## src/rtl/uart_autoflow.sv

```systemverilog
module uart_autoflow #(
  parameter int DEPTH = 32,
  parameter int LW = $clog2(DEPTH + 1)
) (
  input  logic          clk,
  input  logic          rst_n,
  input  logic          auto_cts_en,
  input  logic          auto_rts_en,
  input  logic [1:0]    trig_sel,
  input  logic [LW-1:0] rx_level,
  input  logic          sw_rts,
  input  logic          cts_n,
  input  logic          tx_req,
  input  logic          tx_busy,
  output logic          tx_start,
  output logic          rts_pin,
  output logic          trig_irq
);
  localparam logic [LW-1:0] L0 = LW'(DEPTH / 4);
  localparam logic [LW-1:0] L1 = LW'(DEPTH / 2);
  localparam logic [LW-1:0] L2 = LW'((3 * DEPTH) / 4);
  localparam logic [LW-1:0] L3 = LW'(DEPTH - DEPTH / 8);

  logic          cts_q, stop_q, irq_q;
  logic [LW-1:0] trig, hi, lo;
  logic          release_ok;

  always_comb begin
    case (trig_sel)
      2'd0:    begin trig = L0; hi = L1; lo = '0; end
      2'd1:    begin trig = L1; hi = L2; lo = L0; end
      2'd2:    begin trig = L2; hi = L3; lo = L1; end
      default: begin trig = L3; hi = L3; lo = L2; end
    endcase
  end

  assign release_ok = (trig_sel == 2'd0) ? (rx_level == '0) : (rx_level < lo);

  always_ff @(posedge clk or negedge rst_n) begin
    if (!rst_n) begin
      cts_q  <= 1'b0;
      stop_q <= 1'b0;
      irq_q  <= 1'b0;
    end else begin
      cts_q <= cts_n;
      irq_q <= auto_rts_en && (rx_level >= trig);
      if (!auto_rts_en)          stop_q <= 1'b0;
      else if (rx_level >= hi)   stop_q <= 1'b1;
      else if (release_ok)       stop_q <= 1'b0;
    end
  end

  assign tx_start = tx_req && !tx_busy && !(auto_cts_en && cts_q);
  assign rts_pin  = auto_rts_en ? stop_q : sw_rts;
  assign trig_irq = irq_q;

  assert_cts_block_R2: assert property (@(posedge clk) disable iff (!rst_n)
    (auto_cts_en && $past(cts_n)) |-> !tx_start);

  assert_rts_rise_R6: assert property (@(posedge clk) disable iff (!rst_n)
    $rose(stop_q) |-> ($past(rx_level) >= $past(hi)));

  assert_hold_band_R8: assert property (@(posedge clk) disable iff (!rst_n)
    ($past(auto_rts_en) && $past(rx_level) < $past(hi) && !$past(release_ok)) |-> $stable(stop_q));

  assert_irq_level_R5: assert property (@(posedge clk) disable iff (!rst_n)
    trig_irq |-> ($past(rx_level) >= $past(trig)));

  assert_busy_gate_R3: assert property (@(posedge clk) disable iff (!rst_n)
    tx_busy |-> !tx_start);
endmodule

```

## config.mk

```make
export PLATFORM = sky130hd
export DESIGN_NAME = uart_autoflow
export DESIGN_NICKNAME = d
export VERILOG_FILES = /design/src/rtl/uart_autoflow.sv
export SDC_FILE = /design/constraint.sdc
export NUM_CORES = 1
export LEC_CHECK = 0
export BUFFER_PORTS_ARGS = -buffer_cell sky130_fd_sc_hd__buf_2
export CAP_MARGIN = 20
export CELL_PAD_IN_SITES_DETAIL_PLACEMENT = 0
export CELL_PAD_IN_SITES_GLOBAL_PLACEMENT = 1
export CORE_AREA = 2 2 39 41
export DETAILED_ROUTE_END_ITERATION = 10
export DIE_AREA = 0 0 41 43
export GPL_ROUTABILITY_DRIVEN = 0
export HOLD_SLACK_MARGIN = 0.15
export PLACE_DENSITY = 0.73
export SKIP_LAST_GASP = 1
export SLEW_MARGIN = 10
export SYNTH_ARGS = -nofsm -noshare
export SYNTH_HDL_FRONTEND = slang
export SYNTH_SLANG_ARGS = --single-unit
```

## constraint.sdc

```tcl
create_clock -name clk -period 0.8 [get_ports clk]
set_input_delay 0.16 -clock clk [delete_from_list [all_inputs] [get_ports clk]]
set_output_delay 0.16 -clock clk [all_outputs]
set_load 0.02 [all_outputs]
```

Word level (Yosys, flattened, before mapping)
Index checks and enable logic that the tools add are counted.

Flip-flop bits (word level): 3. Bits of input ports: 16. Output and inout bits: 3. Word-level logic and storage cells: 25.

Order comparisons: 3. Equality and inequality tests: 3. Mux-type cells: 8. Reduce and logical (&&, ||, !) cells: 8.

Operators by type and width (number): 5-bit one-hot mux with 3 select lines (2); 6-bit >= comparator (2); 4-bit one-hot mux with 2 select lines (1); 6-bit zero test (1); 6-bit < comparator (1); 1-bit two-way mux (5); 1-bit logical AND (4); 3-bit by 1-bit != test with 1-bit output (second input constant) (1); 2-bit by 1-bit == test with 1-bit output (second input constant) (1); 2-bit == test (second input constant) (1); 1-bit zero test (2); 2-bit zero test (1).

Logic depth before layout (Yosys ltp)
Depth in word-level cells: 7. Gate-level depth with buffers: 6. Mapped depth without buffers: 6.

Worst setup path after synthesis
No wires, ideal clock.

Kind: input -> register. Start: in trig_sel[1]. End: reg stop_q. Library setup time: 0.131 ns. Data arrival time: 1.168 ns. Required time: 0.669 ns. Path slack: -0.500 ns. Stages: 6. Buffers on the path: 0. Cell sequence: nor2_1 ha_1 nor2b_1 a311o_2 a21oi_1 o21ai_0.

Cells in the longest elaborated chain, start to end: 5. Elaborated cells on any way between the ends: 11. Classes of those cells: order compare (2); eq/ne (3); mux (5); reduce/logical (1).

Ends and longest elaborated chain: start, declared (line 9) `input logic [1:0] trig_sel,`; 2-bit == test, or another cell as far along (line 29) `case (trig_sel)`; 5-bit one-hot mux with 3 select lines / 4-bit one-hot mux with 2 select lines (equally long branches) (line 29); 6-bit < comparator / 6-bit >= comparator (equally long branches) (line 37, 48); 1-bit two-way mux, on equally long branches (line 37, 48); 3-bit by 1-bit != test with 1-bit output (no line) / 1-bit two-way mux (equally long branches); end signal, assigned (line 42) `stop_q <= 1'b0;`; end signal, assigned (line 47) `if (!auto_rts_en) stop_q <= 1'b0;`; end signal, assigned (line 48) `else if (rx_level >= hi) stop_q <= 1'b1;`; end, declared (line 24) `logic cts_q, stop_q, irq_q;`.

Several ways; a longest one is shown, not always the timed one. A chain may end at the register's enable or synchronous reset.

Worst setup path in the final report
Start: reg cts_q. End: out tx_start.

Cells in the longest elaborated chain, start to end: 3.

Ends and longest elaborated chain: start, declared (line 24); start signal, assigned (line 45) `cts_q <= cts_n;`; 1-bit logical AND (line 53) `assign tx_start = tx_req && !tx_busy && !(auto_cts_en && cts_q);`; 1-bit zero test (line 53); 1-bit logical AND (line 53); end, declared (line 15) `output logic tx_start,`.

Every way passes these cells.

==> out/metrics.yaml <==
violations: "negative setup slack"
placed_area_sq_um: 553
syn-num-nets: 56
synth_top_cell_by_area: "dfrtp_1"
cts.clk_slew.worst_paths_ns: 0.04
crit_fanout: 1
die_h_um: 43
synth.area.top_cells: "dfrtp_1 24%, ha_1 24%, a2111oi_2 4.9%"
drive_gt1_share_pct: 61.4
hold_path_class: "in -> async"
initial_utilization_pct: 22.2
diodes: 0
hold_slack_ns: 0.268
wl_um: 993
wire_per_inst_um: 11.5
setup_violations: 5
max_freq_ghz: 0.863
antenna_found_initial: 0
io_buffers: 18
fillCellCount: 133
seq_area_frac_synth_pct: 24.5
dr_wl_met2_um: 569
critical_path_class: "reg -> out"
worst_slew_pin_slew_ns: 0.255
top_layer: "met3"
synth_xor_area_share_pct: 0
coreArea_sq_um: 1380
synth_top_cell_area_share_pct: 24.5
syn_area_sq_um: 307
die-area_sq_um: 1760
utilization_pct: 47.6
synth_top_family_by_area: "adder cells"
multiInputGateArea_sq_um: 280
syn_inst: 34
clkSinkCount: 3
end_kind: "output port"
p_leak_uw: 0.000326
finalClockSkew_ns: 0
finalNonFillerCells: 86
first_global_vias: 415
cts_tree: "built"
antenna_left: 0
clockRootBuffer: "clkbuf_4"
synth_fa_ha_area_share_pct: 24.5
period_needed_ns: 1.16
cellPowerDensity_nw_per_um2: 1130
slew_violations: 0
synth_mux_area_share_pct: 3.67
ys_warn_count: 0
slew_headroom_pct: 82.9
nets: 93
cts_setup_buffers: 0
grt_pass1_wl_um: 1680
cp_data_arrival_time_ns: 1.00
synth_cell_types: 20
synth_simple_gate_area_share_pct: 18.0
die_w_um: 41
met1_length_um: 405
ff_latch_area_sq_um: 75.1
r2r_slack_ns: 0.02
fin_total_pwr_uw: 746
setup.worst_path.start_class: "flop"
ir_drop_mv: 0.675
synthTopCellsByCount: "6 x ha_1, 4 x inv_1, 3 x dfrtp_1, 3 x nor2_1"
setup_slack_ns: -0.359
dp_hpwl_um: 699
ios: 19
cap_viol_max_count: 0
synth_compound_area_share_pct: 23.3
async_reset_ff_share_pct: 100
clock_path_buffers: 2
dr_wl_met3_um: 18
fin_crit_sh_pct: 145
final_cell_area_sq_um: 659
synth-edff-count: 0
synth.most_common_cell: "ha_1"
rsz0062_at_grt: "true"
grt_usage_pct: 14.5
drc: 0
post_synth.cell_area_avg_sq_um: 9.02
htree_levels: 1
fp-row-count: 14
status: "finished with violations"
cts_made_buffers: 3
hold_viol: 0
drtPass1Iterations: 2
grt.overflow.total: 0
areaGrowthSynthToFinish_pct: 115
vias_per_cell: 4.37
synthFlopType: "dfrtp_1"
synth_seq_cells: 3
clock_latency_ns: 0.23
crit_required_ns: 0.64
drtIter0Drc: 5
grt_max_degree: 6
dp.cells: 80
num_vias: 376
==> worst max-delay path, stage by stage (launching register included) <==
cell,delay (ns)
dfrtp_1,0.39
a211oi_4,0.23
buf_6,0.15
==> worst paths after layout <==
path	end	depth (start not counted)	start
min in group clk	stop_q	4	rx_level[5]
hold / removal	stop_q	2	rst_n
setup reg to reg	stop_q	3	stop_q
max in group asynchronous	cts_q	2	rst_n
setup / recovery	tx_start	2	cts_q
hold reg to reg	stop_q	3	stop_q
==> state kept, by name (all words and copies together), names as in the netlist <==
signal    flops
stop_q        1
trig_irq      1
cts_q         1
==> metrics by stage <==
stage | TNS (ns) | worst slack (ns)
floorplan | -0.843 | -0.407
global placement | -1.40 | -0.604
detailed placement | -1.44 | -0.614
CTS | -1.41 | -0.355
global route | -1.61 | -0.412
finish | -1.42 | -0.359
==> cells by family (layout without fill, tap and decap cells) <==
logic type / Yosys count / after routing
compound gates: 8 / 8
simple gates: 11 / 11
buf+inv: 5 / 41
flops: 3 / 3
fa+ha+maj: 6 / 6
mux: 1 / 1
==> power breakdown <==
| group | internal (uW) | switching [uW] |
|---|---|---|
| registers | 166 | 7.43 |
| logic | 181 | 127 |
| clock network | 187 | 78.6 |
==> cells in the final DEF (no fill, tap or decap), drive strengths merged <==
master and count:
inv 4, a211oi 1, dlygate4sd3 2, nor4 1
o2111ai 1, a21bo 1, nor3 2, nor2 3
nand3 1, mux2 1, nand2 1, a2111oi 1
a2bb2oi 1, ha 6, buf 31, dfrtp 3
o21ai 1, a311o 1, a21oi 1, clkbuf 4
nor2b 2, and2 1
==> routing by layer <==
layer | global-route usage [%] | up-vias
met3 | 3.14 | 0
met4 | 6.00 | 0
met5 | 0 | -
met2 | 24.7 | 7
li1 | - | 196
met1 | 16.1 | 173
==> area by class of cell <==
class	count	area share [%]
clock buffers	4	3.98
inverters	4	2.28
multi-input cells	26	42.5
flip-flops and latches	3	11.4
well taps	16	3.04
repair buffers	33	36.8
==> timing repair <==
action                                 in CTS  in global routing
pin swaps                                   6                  2
gates resized for setup                    12                  1
endpoints found under the hold margin       4                  0
hold buffers                                2                  0
setup endpoints to repair                   5                  5
Note: power is estimated with default switching activity, not from simulation.
